### config.mk
export PLATFORM = sky130hd
export DESIGN_NAME = prg_bank_mapper
export DESIGN_NICKNAME = d
export VERILOG_FILES = /design/src/rtl/prg_map_pkg.sv /design/src/rtl/prg_bus_capture.sv /design/src/rtl/prg_bank_regs.sv /design/src/rtl/prg_addr_former.sv /design/src/rtl/prg_bank_mapper.sv
export SDC_FILE = /design/constraint.sdc
export NUM_CORES = 1
export LEC_CHECK = 0
export BUFFER_PORTS_ARGS = -buffer_cell sky130_fd_sc_hd__buf_2
export CAP_MARGIN = 0
export CORE_MARGIN = 5
export CORE_UTILIZATION = 51
export CTS_CLUSTER_SIZE = 30
export DETAILED_ROUTE_END_ITERATION = 12
export PLACE_DENSITY = 0.82
export SYNTH_ARGS = -nofsm -noshare
export SYNTH_HDL_FRONTEND = slang
export SYNTH_SLANG_ARGS = --single-unit
### constraint.sdc
create_clock -name clk -period 1.7 [get_ports clk]
set_clock_uncertainty 0.1 [all_clocks]
set_input_delay 0.17 -clock clk [delete_from_list [all_inputs] [get_ports clk]]
set_output_delay 0.17 -clock clk [all_outputs]
set_load 0.05 [all_outputs]
### src/rtl/prg_map_pkg.sv
package prg_map_pkg;
  localparam int OFS_W = 4;

  typedef enum logic [1:0] {
    MIR_VERT   = 2'd0,
    MIR_HORZ   = 2'd1,
    MIR_ONE_LO = 2'd2,
    MIR_ONE_HI = 2'd3
  } mir_mode_e;

  localparam logic [OFS_W-1:0] OFS_PRG_BANK = 4'h8;
  localparam logic [OFS_W-1:0] OFS_MIRROR   = 4'h9;
  localparam logic [OFS_W-1:0] OFS_SPARE_E  = 4'hE;
  localparam logic [OFS_W-1:0] OFS_SPARE_F  = 4'hF;
endpackage

### src/rtl/prg_bus_capture.sv
module prg_bus_capture #(
  parameter int OFS_W  = 4,
  parameter int DATA_W = 4
) (
  input  logic              clk,
  input  logic              rst,
  input  logic              phi2,
  input  logic              cpu_rw,
  input  logic              romsel_n,
  input  logic [OFS_W-1:0]  cpu_ofs,
  input  logic [DATA_W-1:0] cpu_d,
  output logic              wr_en,
  output logic [OFS_W-1:0]  wr_ofs,
  output logic [DATA_W-1:0] wr_data
);
  logic phi2_q;
  logic sel_q;

  // Capture the bus while PHI2 is high; commit on its fall.
  always_ff @(posedge clk) begin
    if (rst) begin
      phi2_q  <= 1'b0;
      sel_q   <= 1'b0;
      wr_ofs  <= '0;
      wr_data <= '0;
    end else begin
      phi2_q <= phi2;
      if (phi2) begin
        sel_q   <= ~cpu_rw & ~romsel_n;
        wr_ofs  <= cpu_ofs;
        wr_data <= cpu_d;
      end
    end
  end

  assign wr_en = phi2_q & ~phi2 & sel_q;


  wr_from_write_cycle_chk: assert property (@(posedge clk) disable iff (rst)
    wr_en |-> $past(!cpu_rw && !romsel_n && phi2));
endmodule

### src/rtl/prg_bank_regs.sv
module prg_bank_regs
  import prg_map_pkg::*;
#(
  parameter int OFS_W     = 4,
  parameter int DATA_W    = 4,
  parameter int BANK_W    = 4,
  parameter int VID_SEL_W = 2
) (
  input  logic                      clk,
  input  logic                      rst,
  input  logic                      wr_en,
  input  logic [OFS_W-1:0]          wr_ofs,
  input  logic [DATA_W-1:0]         wr_data,
  output logic [(1<<VID_SEL_W)-1:0] hi_bits,
  output logic [BANK_W-1:0]         prg_bank,
  output mir_mode_e                 mir_mode
);
  localparam int HI_SLOTS = 1 << VID_SEL_W;

  for (genvar s = 0; s < HI_SLOTS; s++) begin : g_hi
    always_ff @(posedge clk) begin
      if (rst)
        hi_bits[s] <= 1'b0;
      else if (wr_en && wr_ofs == OFS_W'(s))
        hi_bits[s] <= wr_data[0];
    end
  end

  always_ff @(posedge clk) begin
    if (rst) begin
      prg_bank <= '0;
      mir_mode <= MIR_VERT;
    end else if (wr_en) begin
      if (wr_ofs == OFS_PRG_BANK) prg_bank <= wr_data[BANK_W-1:0];
      if (wr_ofs == OFS_MIRROR)   mir_mode <= mir_mode_e'(wr_data[1:0]);
    end
  end


  hold_without_write_chk: assert property (@(posedge clk) disable iff (rst)
    (!$past(rst) && !$past(wr_en)) |->
      ($stable(hi_bits) && $stable(prg_bank) && $stable(mir_mode)));


  spare_offsets_inert_chk: assert property (@(posedge clk) disable iff (rst)
    (!$past(rst) && $past(wr_en) &&
     ($past(wr_ofs) == OFS_SPARE_E || $past(wr_ofs) == OFS_SPARE_F)) |->
      ($stable(hi_bits) && $stable(prg_bank) && $stable(mir_mode)));
endmodule

### src/rtl/prg_addr_former.sv
module prg_addr_former
  import prg_map_pkg::*;
#(
  parameter int BANK_W    = 4,
  parameter int VID_SEL_W = 2
) (
  input  logic                      clk,
  input  logic                      rst,
  input  logic                      phi2,
  input  logic                      cpu_rw,
  input  logic                      romsel_n,
  input  logic [1:0]                cpu_a14_13,
  input  logic [VID_SEL_W-1:0]      vid_sel,
  input  logic [(1<<VID_SEL_W)-1:0] hi_bits,
  input  logic [BANK_W-1:0]         prg_bank,
  input  mir_mode_e                 mir_mode,
  output logic [BANK_W:0]           prg_hi,
  output logic                      prg_oe_n,
  output logic                      wram_cs_n,
  output logic                      vram_a10
);
  logic              top_bit;
  logic [BANK_W-1:0] low_bank;
  logic              nt_bit;

  always_comb begin
    top_bit  = hi_bits[vid_sel];
    low_bank = cpu_a14_13[1] ? {BANK_W{1'b1}} : prg_bank;
    unique case (mir_mode)
      MIR_VERT:   nt_bit = vid_sel[0];
      MIR_HORZ:   nt_bit = vid_sel[VID_SEL_W-1];
      MIR_ONE_LO: nt_bit = 1'b0;
      default:    nt_bit = 1'b1;
    endcase
  end

  always_ff @(posedge clk) begin
    if (rst) begin
      prg_hi    <= '0;
      prg_oe_n  <= 1'b1;
      wram_cs_n <= 1'b1;
      vram_a10  <= 1'b0;
    end else begin
      prg_hi    <= {top_bit, low_bank};
      prg_oe_n  <= ~(~romsel_n & cpu_rw);
      wram_cs_n <= ~(phi2 & romsel_n & (&cpu_a14_13));
      vram_a10  <= nt_bit;
    end
  end


  upper_window_fixed_chk: assert property (@(posedge clk) disable iff (rst)
    (!$past(rst) && $past(cpu_a14_13[1])) |-> (prg_hi[BANK_W-1:0] == {BANK_W{1'b1}}));


  oe_only_on_rom_read_chk: assert property (@(posedge clk) disable iff (rst)
    !prg_oe_n |-> $past(!romsel_n && cpu_rw));


  wram_only_outside_rom_chk: assert property (@(posedge clk) disable iff (rst)
    !wram_cs_n |-> $past(romsel_n && phi2));


  single_high_chk: assert property (@(posedge clk) disable iff (rst)
    (!$past(rst) && $past(mir_mode == MIR_ONE_HI)) |-> vram_a10);


  vertical_follow_chk: assert property (@(posedge clk) disable iff (rst)
    (!$past(rst) && $past(mir_mode == MIR_VERT)) |-> (vram_a10 == $past(vid_sel[0])));
endmodule

### src/rtl/prg_bank_mapper.sv
module prg_bank_mapper
  import prg_map_pkg::*;
#(
  parameter int DATA_W    = 4,
  parameter int BANK_W    = 4,
  parameter int VID_SEL_W = 2
) (
  input  logic                 clk,
  input  logic                 rst,
  input  logic                 phi2,
  input  logic                 cpu_rw,
  input  logic                 romsel_n,
  input  logic [1:0]           cpu_a14_13,
  input  logic [OFS_W-1:0]     cpu_a3_0,
  input  logic [DATA_W-1:0]    cpu_d,
  input  logic [VID_SEL_W-1:0] vid_a11_10,
  output logic [BANK_W:0]      prg_a18_14,
  output logic                 prg_oe_n,
  output logic                 wram_cs_n,
  output logic                 vram_a10
);
  localparam int HI_SLOTS = 1 << VID_SEL_W;

  logic                wr_en;
  logic [OFS_W-1:0]    wr_ofs;
  logic [DATA_W-1:0]   wr_data;
  logic [HI_SLOTS-1:0] hi_bits;
  logic [BANK_W-1:0]   prg_bank;
  mir_mode_e           mir_mode;

  prg_bus_capture #(.OFS_W(OFS_W), .DATA_W(DATA_W)) cap_i (
    .clk(clk), .rst(rst), .phi2(phi2), .cpu_rw(cpu_rw), .romsel_n(romsel_n),
    .cpu_ofs(cpu_a3_0), .cpu_d(cpu_d),
    .wr_en(wr_en), .wr_ofs(wr_ofs), .wr_data(wr_data)
  );

  prg_bank_regs #(.OFS_W(OFS_W), .DATA_W(DATA_W), .BANK_W(BANK_W),
                  .VID_SEL_W(VID_SEL_W)) regs_i (
    .clk(clk), .rst(rst), .wr_en(wr_en), .wr_ofs(wr_ofs), .wr_data(wr_data),
    .hi_bits(hi_bits), .prg_bank(prg_bank), .mir_mode(mir_mode)
  );

  prg_addr_former #(.BANK_W(BANK_W), .VID_SEL_W(VID_SEL_W)) form_i (
    .clk(clk), .rst(rst), .phi2(phi2), .cpu_rw(cpu_rw), .romsel_n(romsel_n),
    .cpu_a14_13(cpu_a14_13), .vid_sel(vid_a11_10),
    .hi_bits(hi_bits), .prg_bank(prg_bank), .mir_mode(mir_mode),
    .prg_hi(prg_a18_14), .prg_oe_n(prg_oe_n), .wram_cs_n(wram_cs_n),
    .vram_a10(vram_a10)
  );
endmodule

==> Word-level counts from Yosys, hierarchy flattened <==
Cells that the tools add are included.
W data, S select, Z words.
{ "word_totals": {"register_bits": 28, "latch_bits": 0, "mem_bits_rw": 0, "romBits": 0, "in_bits": 17, "word_cells": 46, "mem_count": 0} }
{ "classes": {"add_sub_neg": 0, "mul": 0, "div_mod_pow": 0, "order_cmp": 1, "n_eq_ne": 7, "shifts": 0, "muxes": 4, "n_bitwise": 11, "n_reduce_logical": 9} }
{ "ops": {"columns": ["cell", "count"], "rows": [
  ["$eq A4 B2 Y1 const B", 2],
  ["$eq A4 B4 Y1 const B", 2],
  ["$and A1 B1 Y1", 6],
  ["$reduce_and A2 Y1", 3],
  ["$not A1 Y1", 5],
  ["$eq A4 B1 Y1 const B", 1],
  ["$logic_and A1 B1 Y1", 4],
  ["$logic_not A4 Y1", 1],
  ["$mux W4", 1],
  ["$lt A2 B3 Y1 const B", 1],
  ["$pmux W1 S3", 1],
  ["$bmux W1 S2", 1],
  ["$eq A2 B1 Y1 const B", 1],
  ["$eq A2 B2 Y1 const B", 1],
  ["$logic_not A2 Y1", 1],
  ["$mux W1", 1]
]} }

==> Depth between registers and ports, before layout <==
{ "depth": {"depth_word": 4, "mapped_depth": 4, "mapped_depth_nobuf": 3} }

==> By module <==
A second synthesis with hierarchy kept.
{ "hier_totals": {"hier_cells": 102, "hier_area_um2": 1101.1} }
{ "modules_own_cells": {"columns": ["module", "instances", "cells_each", "area_each_um2", "seq_area_each_um2"], "rows": [
  ["prg_bank_regs", 1, 44, 475.5, 200.2],
  ["prg_bus_capture", 1, 34, 359.1, 200.2],
  ["prg_addr_former", 1, 24, 266.5, 160.2]
]} }

==> Worst setup path before layout <==
Ideal clock, no wire load.
{ "synth_path": {"path_kind": "reg2reg", "start": "register cap_i.wr_ofs[2]", "end": "register regs_i.prg_bank[0]", "setup_ns": 0.072, "t_arrival_ns": 1.082, "setup_slack_ns": 0.446, "stages_incl_launch_ff": 5, "n_path_buf": 1, "cell_sequence": "dfxtp_1 and4bb_4 and4bb_1 buf_6 mux2i_1"} }
{ "synth_between": {"elab_chain_len": 2} }
{ "synth_rtl": {"columns": ["item", "line", "source"], "rows": [
  ["start: declaration", "prg_bus_capture.sv:13", "output logic [OFS_W-1:0] wr_ofs,"],
  ["start signal: assignment", "prg_bus_capture.sv:30", "wr_ofs <= cpu_ofs;"],
  ["$eq A4 B4 Y1", "prg_bank_regs.sv:34", "if (wr_ofs == OFS_PRG_BANK) prg_bank <= wr_data[BANK_W-1:0];"],
  ["$reduce_and A2 Y1 (no source line)", null, null],
  ["end signal: assignment", "prg_bank_regs.sv:34", null],
  ["end: declaration", "prg_bank_regs.sv:15", "output logic [BANK_W-1:0] prg_bank,"]
]} }
Every way passes these cells.
A chain may end at the register's enable or synchronous reset.

==> Final worst setup path <==
{ "layout_path": {"start": "register cap_i.wr_ofs[2]", "end": "register regs_i.prg_bank[2]"} }
The elaborated chain is that of the path after synthesis.

==> flow_summary.json <==
{
  "std_cell_rows": 16,
  "ys_ff_latch": 28,
  "fin_crit_sh_pct": 82.8,
  "timing.slew.headroom_pct": 69.7,
  "irDropWorstVdd_mv": 0.584,
  "synth_edf_count": 0,
  "grt_first_pass_wirelength_um": 3880,
  "power_switching_uw": 267,
  "antennaDiodeCount": 0,
  "clock_tree.root_cell": "clkbuf_4",
  "grt_overflow_total": 0,
  "syn2layout_area_growth_pct": 22.9,
  "num_vias": 847,
  "synth_top_cells_by_count": "28 x dfxtp_1, 20 x nor2_1, 19 x mux2i_1",
  "cp_data_arrival_time_ps": 1580,
  "detail_route.drc_violations": 0,
  "worstHoldPathType": "input port to flop",
  "grt_util_met1_pct": 15.5,
  "post_cts.repair.setup_buffers": 0,
  "detail_route.first_pass.iterations": 4,
  "drtIter0Drc": 5,
  "crit_required_ps": 1870,
  "top_cell_type_s_share_of_synthesized_area_pct": 51.9,
  "die_width_um": 56.0,
  "globalRouteMet2Util_pct": 29.2,
  "dpl_cell_area_mm2": 0.00121,
  "multiplexer_fraction_of_the_synthesized_cell_area_pct": 19.7,
  "worst_hold_path.num_cells": 3,
  "synthesis.yosys.warnings": 0,
  "synthesis.nets": 119,
  "leakagePower_uw": 0.000584,
  "grt_pass1_vias": 887,
  "synth_top_family_by_area": "simple AND/OR/NAND/NOR gates",
  "synth-seq-area-share_pct": 51.9,
  "cts_tree": "done",
  "worst_setup_path_end_kind": "flop",
  "gp_routability_congestion": 0.757,
  "routed_wirelength_um": 2360,
  "top_count_cell_post_synth": "dfxtp_1",
  "switching_share_pct": 24.6,
  "routed_wire_length_per_instance_um": 14.7,
  "netlist_instances": 102,
  "total_grt_usage_pct": 15.9,
  "cts_hold_buffers_added": 10,
  "setup_viol_count_final": 0,
  "timing.rr.start": "cap_i.wr_ofs[2]",
  "synth_compound_area_share_pct": 0.926,
  "final_hold_violation_count": 0,
  "layout_min_cycle_time_ps": 1410,
  "post-synth-top-area-cell": "dfxtp_1",
  "run_status": "complete, no violations",
  "tritoncts.num_buffers": 3,
  "synth_simple_gate_area_share_pct": 24.9,
  "max-clock-path-buffers": 2,
  "max_clock_freq_mhz": 711,
  "cts_resized": 0,
  "tritoncts_num_sinks": 28,
  "number_of_antenna_violations_at_the_first_check_in_global_routing": 0,
  "critical_path.max_fanout": 4,
  "portBuffers": 24,
  "cts-htree-levels": 1,
  "grt_setup_unrepaired": "false",
  "totalNegativeSetupSlack_ps": 0,
  "finalNetCount": 153,
  "p_total_uw": 1090,
  "synth_adder_area_share_pct": 0,
  "io-pin-count": 25,
  "power-per-cell-area_mw_per_mm2": 818,
  "reg2reg_setup_slack_ps": 290,
  "clkLatencyLatePin_ps": 330,
  "power.clock.fraction_pct": 24.3,
  "tightestPinTransition_ps": 454,
  "holdPathEnd": "cap_i.wr_data[2]",
  "internal_power_uw": 820,
  "grt-busiest-layer": "met2",
  "grt_max_degree": 32,
  "drive_gt1_share_pct": 22.4,
  "synth_ff_type": "dfxtp_1",
  "seq_power_share_pct": 63.5,
  "path_class": "flop to flop",
  "synth_area_per_cell_um2": 10.6,
  "start_util_pct": 54.5,
  "distinct_cell_type_count_of_the_synthesized_netlist": 21,
  "hold_startpoint": "cpu_d[2]",
  "yosys.area_share.xor_xnor_pct": 0,
  "async_flop_share_pct": 0,
  "final_cell_area_mm2": 0.00133,
  "final_count_of_pins_violating_max_slew": 0,
  "coreArea_mm2": 0.00198,
  "worstRegToRegCells": 3,
  "die_area_mm2": 0.00314,
  "syn_area_mm2": 0.00108,
  "synth_area_leaders": "dfxtp_1 52%, mux2i_1 18%, nand2b_1 8.1%",
  "max_cap_viol_count": 0,
  "route.detailed.vias_per_inst": 5.26,
  "dp_hpwl_um": 1560,
  "setup.worst_path.start_class": "flop",
  "final_antenna_net_count": 0,
  "met3_usage_pct": 3.71,
  "hold-worst-slack_ps": 20.4,
  "die_y_um": 56.0,
  "worstReg2RegEnd": "regs_i.prg_bank[2]",
  "p_comb_share_pct": 12.3,
  "clkTransAtPathRegs_ps": 140
}
[cells in the final DEF, fill, tap and decap left out, drive strengths merged]
cell type    instances
a21oi                1
and3b                1
and4b                1
and4bb               2
buf                 24
clkbuf               3
dfxtp               28
dlygate4sd3         10
mux2i               19
mux4                 1
nand2                1
nand2b              14
nand3                1
nand3b               1
nand4                2
nand4b               1
nor2                20
nor2b                2
o21ai                1
or3b                 1
[sequential cells by signal, summed over array words and instances (netlist names)]
signal,cells
form_i.prg_oe_n,1
regs_i.hi_bits,4
form_i.wram_cs_n,1
cap_i.wr_data,4
regs_i.mir_mode,2
form_i.prg_hi,5
form_i.vram_a10,1
cap_i.sel_q,1
cap_i.wr_ofs,4
cap_i.phi2_q,1
regs_i.prg_bank,4
[final cells by class]
cell class,count,area (µm²)
fill,163,653
sequential,28,561
timing repair buffer,34,220
clock buffer,3,22.5
multi-input combinational,69,492
tap,27,33.8
[logic make-up after synthesis]
| kind of cell | count (synthesis) |
|---|---|
| AOI/OAI and AO/OA | 2 |
| and+or+nand+nor | 47 |
| DFF | 28 |
| buffers and inverters | 5 |
| muxes | 20 |
[power groups by stage]
stage               clock network, µW  logic (µW)  registers, µW
detailed placement                  0         115            704
global route                      289         145            692
global placement                    0         111            702
finish                            264         133            689
floorplan                           0        50.9            728
CTS                               270         131            689
[metal layers]
metal  vias to the layer above  share of wire (%)
li1                        412                  -
met1                       394                 35
met2                        31                 54
met3                        10                5.8
met4                         0                4.9
met5                         -                  0
[worst max-delay path by stage]
stage / start / endpoint / slack [ps] / cells after the start
2_1_floorplan: cap_i.wr_ofs[2] / regs_i.prg_bank[0] / 450 / 4
6_report: cap_i.wr_ofs[2] / regs_i.prg_bank[2] / 290 / 3
3_3_place_gp: cap_i.wr_ofs[2] / regs_i.prg_bank[2] / 370 / 3
3_5_place_dp: cap_i.wr_ofs[2] / regs_i.prg_bank[2] / 340 / 3
4_1_cts: cap_i.wr_ofs[2] / regs_i.prg_bank[2] / 300 / 3
5_1_grt: cap_i.wr_ofs[2] / regs_i.prg_bank[1] / 220 / 3
[through the flow]
| stage | util (%) | setup slack [ps] | instances |
|---|---|---|---|
| 6_report | 67.0 | 293 | 161 |
| 5_1_grt | 67.0 | 216 | 161 |
| 4_1_cts | 67.0 | 301 | 161 |
| 3_5_place_dp | 60.9 | 336 | 148 |
| 3_3_place_gp | 60.9 | 372 | 148 |
| 2_1_floorplan | - | 446 | 102 |
[critical path, cell delays in order, from the launching register on]
cell	delay, ps
dfxtp_1	340
and4bb_4	360
and4bb_1	330
mux2i_1	210
No activity file was read; power rests on OpenSTA's default activity.
